--- config.mk ---
export PLATFORM = sky130hd
export DESIGN_NAME = pmon_ror_bank
export DESIGN_NICKNAME = d
export VERILOG_FILES = /design/src/rtl/pmon_pkg.sv /design/src/rtl/pmon_event_ctr.sv /design/src/rtl/pmon_rd_decode.sv /design/src/rtl/pmon_ror_bank.sv
export SDC_FILE = /design/constraint.sdc
export NUM_CORES = 1
export LEC_CHECK = 0
export CORE_MARGIN = 4
export CORE_UTILIZATION = 49
export DETAILED_ROUTE_END_ITERATION = 7
export GPL_TIMING_DRIVEN = 1
export PLACE_DENSITY = 0.67
export SYNTH_ARGS = -nofsm -noshare
export SYNTH_HDL_FRONTEND = slang
export SYNTH_SLANG_ARGS = --single-unit
--- constraint.sdc ---
create_clock -name clk -period 4.6 [get_ports clk]
set_clock_uncertainty 0.15 [all_clocks]
set_input_delay 0.92 -clock clk [delete_from_list [all_inputs] [get_ports clk]]
set_output_delay 0.92 -clock clk [all_outputs]
set_load 0.1 [all_outputs]
--- src/rtl/pmon_pkg.sv ---
// Package: shared sizes for the clear-on-read counter bank.
// Assumes a counter is exactly two bus bytes wide.
package pmon_pkg;
    localparam int PMON_BUS_W = 8;
    localparam int PMON_CNT_W = 2 * PMON_BUS_W;
    localparam int PMON_ADDR_W = 8;
endpackage

--- src/rtl/pmon_event_ctr.sv ---
// Module: one saturating event counter with a synchronous clear.
// A clear and an event in the same cycle leave the count at 1.
// Assumes clr is a single-cycle pulse from the read decoder.
module pmon_event_ctr #(
    parameter int W = pmon_pkg::PMON_CNT_W
) (
    input  logic         clk,
    input  logic         rst_n,
    input  logic         evt,
    input  logic         clr,
    output logic [W-1:0] cnt
);
    localparam logic [W-1:0] MAX_CNT = '1;

    // Count events, saturate at the maximum, restart on clear.
    always_ff @(posedge clk) begin
        if (!rst_n) begin
            cnt <= '0;
        end else if (clr) begin
            cnt <= {{(W-1){1'b0}}, evt};
        end else if (evt && cnt != MAX_CNT) begin
            cnt <= cnt + 1'b1;
        end
    end

    assert_step_R2: assert property (@(posedge clk) disable iff (!rst_n)
        (!clr && evt && cnt != MAX_CNT) |=> cnt == $past(cnt) + 1'b1);

    assert_no_overflow_R3: assert property (@(posedge clk) disable iff (!rst_n)
        (!clr && cnt == MAX_CNT) |=> cnt == MAX_CNT);

    assert_clear_R6: assert property (@(posedge clk) disable iff (!rst_n)
        (clr && !evt) |=> cnt == '0);

    assert_evt_on_clear_R7: assert property (@(posedge clk) disable iff (!rst_n)
        (clr && evt) |=> cnt == {{(W-1){1'b0}}, 1'b1});
endmodule

--- src/rtl/pmon_rd_decode.sv ---
// Module: decodes a read access into a counter select or a holding select.
// Counter k sits at CNT_BASE + k. The holding register sits at HOLD_ADDR.
// Assumes HOLD_ADDR lies outside the counter range.
module pmon_rd_decode #(
    parameter int NUM_CNT = 4,
    parameter int ADDR_W = pmon_pkg::PMON_ADDR_W,
    parameter logic [ADDR_W-1:0] CNT_BASE = 8'h60,
    parameter logic [ADDR_W-1:0] HOLD_ADDR = 8'h6C,
    localparam int IDX_W = (NUM_CNT > 1) ? $clog2(NUM_CNT) : 1
) (
    input  logic [ADDR_W-1:0]  rd_addr,
    input  logic               rd_en,
    output logic [NUM_CNT-1:0] cnt_sel,
    output logic [IDX_W-1:0]   cnt_idx,
    output logic               cnt_hit,
    output logic               hold_sel
);
    // One comparator per counter address.
    for (genvar k = 0; k < NUM_CNT; k++) begin : g_sel
        assign cnt_sel[k] = rd_en && (rd_addr == ADDR_W'(CNT_BASE + k));
    end

    // Encode the selected counter as an index for the read mux.
    always_comb begin
        cnt_idx = '0;
        for (int k = 0; k < NUM_CNT; k++) begin
            if (cnt_sel[k]) cnt_idx = IDX_W'(k);
        end
    end

    assign cnt_hit = |cnt_sel;
    assign hold_sel = rd_en && (rd_addr == HOLD_ADDR);
endmodule

--- src/rtl/pmon_ror_bank.sv ---
// Module: a bank of clear-on-read 16-bit event counters read over an 8-bit bus.
// A counter read returns the upper byte, moves the lower byte into the shared
// holding register and clears the counter, all at one clock edge.
// Assumes one read per cycle; rd_data is registered and holds between reads.
module pmon_ror_bank #(
    parameter int NUM_CNT = 4,
    parameter int BUS_W = pmon_pkg::PMON_BUS_W,
    parameter int ADDR_W = pmon_pkg::PMON_ADDR_W,
    parameter logic [ADDR_W-1:0] CNT_BASE = 8'h60,
    parameter logic [ADDR_W-1:0] HOLD_ADDR = 8'h6C
) (
    input  logic               clk,
    input  logic               rst_n,
    input  logic [NUM_CNT-1:0] evt_strobe,
    input  logic [ADDR_W-1:0]  rd_addr,
    input  logic               rd_en,
    output logic [BUS_W-1:0]   rd_data
);
    localparam int CNT_W = 2 * BUS_W;
    localparam int IDX_W = (NUM_CNT > 1) ? $clog2(NUM_CNT) : 1;

    logic [NUM_CNT-1:0] cnt_sel;
    logic [IDX_W-1:0]   cnt_idx;
    logic               cnt_hit;
    logic               hold_sel;
    logic [CNT_W-1:0]   cnt_val [NUM_CNT];
    logic [CNT_W-1:0]   sel_val;
    logic [BUS_W-1:0]   hold_q;

    pmon_rd_decode #(
        .NUM_CNT(NUM_CNT), .ADDR_W(ADDR_W),
        .CNT_BASE(CNT_BASE), .HOLD_ADDR(HOLD_ADDR)
    ) u_dec (
        .rd_addr(rd_addr), .rd_en(rd_en), .cnt_sel(cnt_sel),
        .cnt_idx(cnt_idx), .cnt_hit(cnt_hit), .hold_sel(hold_sel)
    );

    for (genvar k = 0; k < NUM_CNT; k++) begin : g_ctr
        pmon_event_ctr #(.W(CNT_W)) u_ctr (
            .clk(clk), .rst_n(rst_n), .evt(evt_strobe[k]),
            .clr(cnt_sel[k]), .cnt(cnt_val[k])
        );
    end

    // Pick the count of the counter being read.
    always_comb sel_val = cnt_val[cnt_idx];

    // Capture the lower byte on every counter read; keep it otherwise.
    always_ff @(posedge clk) begin
        if (!rst_n) begin
            hold_q <= '0;
        end else if (cnt_hit) begin
            hold_q <= sel_val[BUS_W-1:0];
        end
    end

    // Register the read data: upper byte, holding byte or zero.
    always_ff @(posedge clk) begin
        if (!rst_n) begin
            rd_data <= '0;
        end else if (rd_en) begin
            if (cnt_hit)       rd_data <= sel_val[CNT_W-1:BUS_W];
            else if (hold_sel) rd_data <= hold_q;
            else               rd_data <= '0;
        end
    end

    assert_msb_first_R4: assert property (@(posedge clk) disable iff (!rst_n)
        cnt_hit |=> rd_data == $past(sel_val[CNT_W-1:BUS_W]));

    assert_lsb_held_R5: assert property (@(posedge clk) disable iff (!rst_n)
        cnt_hit |=> hold_q == $past(sel_val[BUS_W-1:0]));

    assert_hold_keep_R8: assert property (@(posedge clk) disable iff (!rst_n)
        !cnt_hit |=> $stable(hold_q));

    assert_unmapped_zero_R9: assert property (@(posedge clk) disable iff (!rst_n)
        (rd_en && !cnt_hit && !hold_sel) |=> rd_data == '0);
endmodule

# Yosys cells after proc, flatten, opt, wreduce, memory -nomap -nowiden
# Index checks and enable logic that the tools add are counted.
[op_classes]
n_addsub = 4
n_lt_le_gt_ge = 1
n_eq_ne = 9
n_mux = 16
bitwise_logic = 2
reduce_logical = 18
[ops]
columns = ["op", "count"]
rows = [
  ["adder 16 x 1 -> 16 bit, second input constant", 4],
  ["!= test 16 bit, second input constant", 4],
  ["equality test 8 x 7 -> 1 bit, second input constant", 5],
  ["binary-select mux 16 bit (select 2 bit)", 1],
  ["2-to-1 mux 16 bit", 2],
  ["2-to-1 mux 8 bit", 2],
  ["logical AND 1 bit", 9],
  ["2-to-1 mux 1 bit", 9],
  ["nonzero test 2 bit", 4],
  ["OR reduction 2 bit", 4],
  ["2-to-1 mux 2 bit", 2],
  ["OR reduction 4 bit", 1],
  [">= comparator 3 bit, second input constant", 1],
  ["NOT 2 -> 3 bit", 1],
  ["NOT 1 bit", 1],
]
[totals]
ff_bits = 80
in_bits = 15

# Logic depth before layout (Yosys ltp)
[depth]
depth_word = 10
mapped_depth = 7
depth_no_buf = 5

# By module
# Synthesis repeated with hierarchy kept, for this count alone.
[unflattened]
cells_unflattened = 518
hier_area_um2 = 4493.1
[by_module_without_submodules]
columns = ["module", "instances", "cells_per_inst", "area_per_inst_um2", "seq_area_each_um2"]
rows = [
  ["pmon_event_ctr", 4, 99, 825.8, 320.3],
  ["pmon_ror_bank", 1, 106, 1088.5, 320.3],
  ["pmon_rd_decode", 1, 16, 101.3, 0.0],
]

# Least setup slack after synthesis
# Ideal clock, no wire load.
[synth_timing]
path_type = "input -> register"
start = "in rd_addr[3]"
end = "reg g_ctr[2].u_ctr.cnt[13]"
arrival_time_ns = 2.287
path_slack_ns = 2.030
stages = 5
cell_sequence = "or4b_1 buf_2 o41ai_2 clkbuf_1 a21oi_1"
[synth_between]
elab_chain_len = 3
[synth_lines]
columns = ["element", "line", "text"]
rows = [
  ["start: declaration", "pmon_ror_bank.sv:15", "input logic [ADDR_W-1:0] rd_addr,"],
  ["equality test 8 x 7 -> 1 bit", "pmon_rd_decode.sv:20", "assign cnt_sel[k] = rd_en && (rd_addr == ADDR_W'(CNT_BASE + k));"],
  ["logical AND 1 bit", "pmon_rd_decode.sv:20", ""],
  ["OR reduction 2 bit (no source line)", "-", ""],
  ["end signal: assignment", "pmon_event_ctr.sv:20", "cnt <= {{(W-1){1'b0}}, evt};"],
  ["end signal: assignment", "pmon_event_ctr.sv:22", "cnt <= cnt + 1'b1;"],
  ["end: declaration", "pmon_event_ctr.sv:11", "output logic [W-1:0] cnt"],
]
# Every way passes these cells.
# A chain may end at the register's enable or synchronous reset.

# Worst setup path in the final report
[layout_timing]
start = "in rd_addr[1]"
end = "reg g_ctr[0].u_ctr.cnt[14]"
[layout_between]
elab_chain_len = 3
[layout_lines]
columns = ["element", "line"]
rows = [
  ["equality test 8 x 7 -> 1 bit", "pmon_rd_decode.sv:20"],
  ["logical AND 1 bit", "pmon_rd_decode.sv:20"],
  ["OR reduction 2 bit (no source line)", "-"],
  ["end signal: assignment", "pmon_event_ctr.sv:20"],
  ["end signal: assignment", "pmon_event_ctr.sv:22"],
  ["end: declaration", "pmon_event_ctr.sv:11"],
]
# Every way passes these cells.

==> summary.md <==
| Metric | Value |
|---|---|
| Slew Viols, Final | 0 |
| CTS Sinks | 80 |
| Min cycle time layout | approximately 3.1 ns |
| Final hold violation count | 0 |
| Critical Path Fanout Max | 13 |
| Placeable Area | 0.00920 mm^2 |
| WP buf/inv | 1 |
| Sequential Area | 0.00160 mm^2 |
| DRT Pass-1 Iters | 5 |
| DP Cell Count | 660 |
| Ant. Diodes | 0 |
| Leakage | between 1.5 and 2 nW |
| DR vias | about 4500 |
| Total power | roughly 1.5 mW |
| CTS tree | built |
| Sw frac | 0.228 |
| Antenna-violating nets left | 0 |
| Syn nets | approximately 560 |
| Routability cong. | 0.903 |
| Die area | about 0.011 mm^2 |
| Part of the power in registers | 0.485 |
| Initial DRC Count | 363 |
| IO Port Bufs | 22 |
| Busiest layer in global routing | met2 |
| Post-Syn Area | ~0.0046 mm^2 |
| Crit start category | input pin |
| Max cap viols | 0 |
| Final HPWL DP | a little over 9 mm |
| Final setup fails | 0 |
| Total Wirelength | ~12 mm |
| Vias in the first global route | 4086 |
| Final worst path period share | 0.663 |
| Gate Count Post-Synth | between 500 and 600 |
| Critical path class | input pin to flop |
| Placed cell area | ~0.0049 mm^2 |
| Yosys cell types | a little over 60 |
| Pint | about 1.1 mW |
| Main synth FF type | dfxtp_1 |
| Clock power frac | 0.450 |
| Design area | ~0.0052 mm^2 |
| Clock transition at path regs | roughly 0.08 ns |
| Sw Pwr | about 330 uW |
| Die height | 105 um |
| Post-route insts no fill | 676 |
| Least-Margin Pin Slew | roughly 0.97 ns |
| Total CTS buffers | 9 |
| Starting Density | 0.501 |
| Syn avg cell area | 8.50 um^2 |
| FF+latch count, synth | 80 |
| Share of cells above drive strength 1 | 0.103 |
| Met1 Usage GRT | 0.319 |
| Max_slew headroom | 0.349 |
| Worst hold path class | flop to flop |
| CTS H-tree lvls | 3 |
| Required @ worst endpoint | about 4.7 ns |
| Met3 Usage GRT | 0.0426 |
| Clock Path Buffers | 2 |
| Clk Latency, worst-skew pair | about 0.36 ns |
| Fin Setup TNS | 0 ns |
| Cell family with most CP delay | compound AO/OA/AOI/OAI gates |
| Worst-path cell chain | clkdlybuf4s50_1 > nor2_1 > a31oi_1 > o311ai_0 > o31ai_1 |
| Share of the synthesized area in the top cell type | 0.348 |
| Io pins | 23 |
| Status | finished, final reports clean |
| Post-synth EDFFs | 0 |
| First-pass GRT wire length | about 21 mm |
| Cell with the most instances after synthesis | dfxtp_1 |
| Maximum VDD drop | around 0.00016 V |
| Nets | around 580 |
| CTS resizes | 0 |
| Area of the multi-input gates | 0.00284 mm^2 |
| Worst Path Arrival | approximately 3.2 ns |
| Comb pwr share | 0.064 |
| Power Dens Cells | around 280 mW/mm^2 |
| Fill cells | 847 |
| Number of remaining DRC errors | 0 |
| Syn-to-layout area delta | 12.6% |
| Area contributors post-synth | dfxtp_1, a21oi_1, o31ai_1 |
| Largest net degree at the start of global routing | 35 |
| Fmax | roughly 330 MHz |
| Setup Fix Bufs, Post-CTS | 0 |
| GRT Resource Usage Total | 0.228 |
| Crit end category | flop |
| Crit-path max cell delay | approximately 0.97 ns |
| RSZ-0062 raised after global routing | false |
| Antenna violations before repair | 0 |
| Vias per inst | about 6.7 |
| Worst path slowest cell | clkdlybuf4s50_1 |
| Post-synth top cells | dfxtp_1, nand2_1, a21oi_1 |
| Ys async rst share | 0 |
| Met2 Use GR | 0.350 |
| Hold Buf Count CTS | 0 |
| Root Buffer | clkbuf_8 |
| Register area share after synthesis | 0.348 |
| Std cell rows | 35 |
| Cell taking the most area after synthesis | dfxtp_1 |
| Grt ovf | 0 |
| Die span in x | between 100 and 150 um |
| Routed length per instance | 18.4 um |
| Synth Warn # | 0 |
[worst min-delay path: cells and delay by family, from the launching register on]
family	cells	cell delay (ns)
flops	1	0.32
compound gates	1	0.05
simple gates	1	0.05
[per-layer routing]
metal | up-vias | share of wire | wire [um]
li1 | 2161 | - | -
met1 | 2164 | 0.46 | 5710
met2 | 180 | 0.45 | 5620
met3 | 24 | 0.067 | 836
met4 | 0 | 0.023 | 286
met5 | - | 0 | 0
[power groups by stage]
stage | Sequential (mW) | Clock (mW) | Combinational [mW]
floorplan | 0.720 | 0 | 0.0607
global placement | 0.722 | 0 | 0.0898
detailed placement | 0.722 | 0 | 0.0923
CTS | 0.706 | 0.667 | 0.0925
global route | 0.707 | 0.697 | 0.102
finish | 0.706 | 0.655 | 0.0936
[cells by family after synthesis]
logic type      after synthesis  share of synthesized area
compound gates              149                      0.216
buf+inv                      42                     0.0369
fa+ha+maj                     4                     0.0109
flops                        80                      0.348
mux                          35                     0.0994
simple gates                232                      0.289
[final timing paths]
path | slack [ns] | startpoint | depth (start not counted) | endpoint
min | 0.31 | hold_q[5]$_SDFFE_PN0N_ | 2 | hold_q[5]$_SDFFE_PN0N_
min reg2reg | 0.31 | hold_q[5]$_SDFFE_PN0N_ | 2 | hold_q[5]$_SDFFE_PN0N_
max | 1.55 | rd_addr[1] | 5 | g_ctr[0].u_ctr.cnt[14]$_SDFFE_PP0P_
max reg2reg | 2.36 | g_ctr[0].u_ctr.cnt[0]$_SDFFE_PN0P_ | 5 | g_ctr[0].u_ctr.cnt[11]$_SDFFE_PP0P_
[flip-flops by register name, summed over array words and instances (netlist names)]
| register | cells |
|---|---|
| g_ctr.u_ctr.cnt | 64 |
| hold_q | 8 |
| rd_data | 8 |
[through the flow]
stage,hold WS (ns),setup slack (ns),utilization
2_1_floorplan,0.286,2.03,-
3_3_place_gp,0.300,1.25,0.536
4_1_cts,0.314,1.57,0.564
5_1_grt,0.329,1.35,0.564
6_report,0.314,1.55,0.564
3_5_place_dp,0.301,1.21,0.536
[placed cells by master, fill, tap and decap left out, drive strengths merged, types with 21 or more instances in the layout]
master / n
nand3: 24
clkdlybuf4s50: 22
mux2i: 21
nand2: 53
nor2: 27
o31ai: 29
nand4: 21
dfxtp: 80
or4: 26
a21oi: 48
[area by class of cell]
class / count / share of cell area
clock buffer: 11 / 0.0292
tap: 111 / 0.0268
inverter: 19 / 0.0137
sequential: 80 / 0.309
timing repair buffer: 30 / 0.0540
clock inverter: 5 / 0.0198
multi-input combinational: 420 / 0.548
No activity file was read; power rests on OpenSTA's default activity.
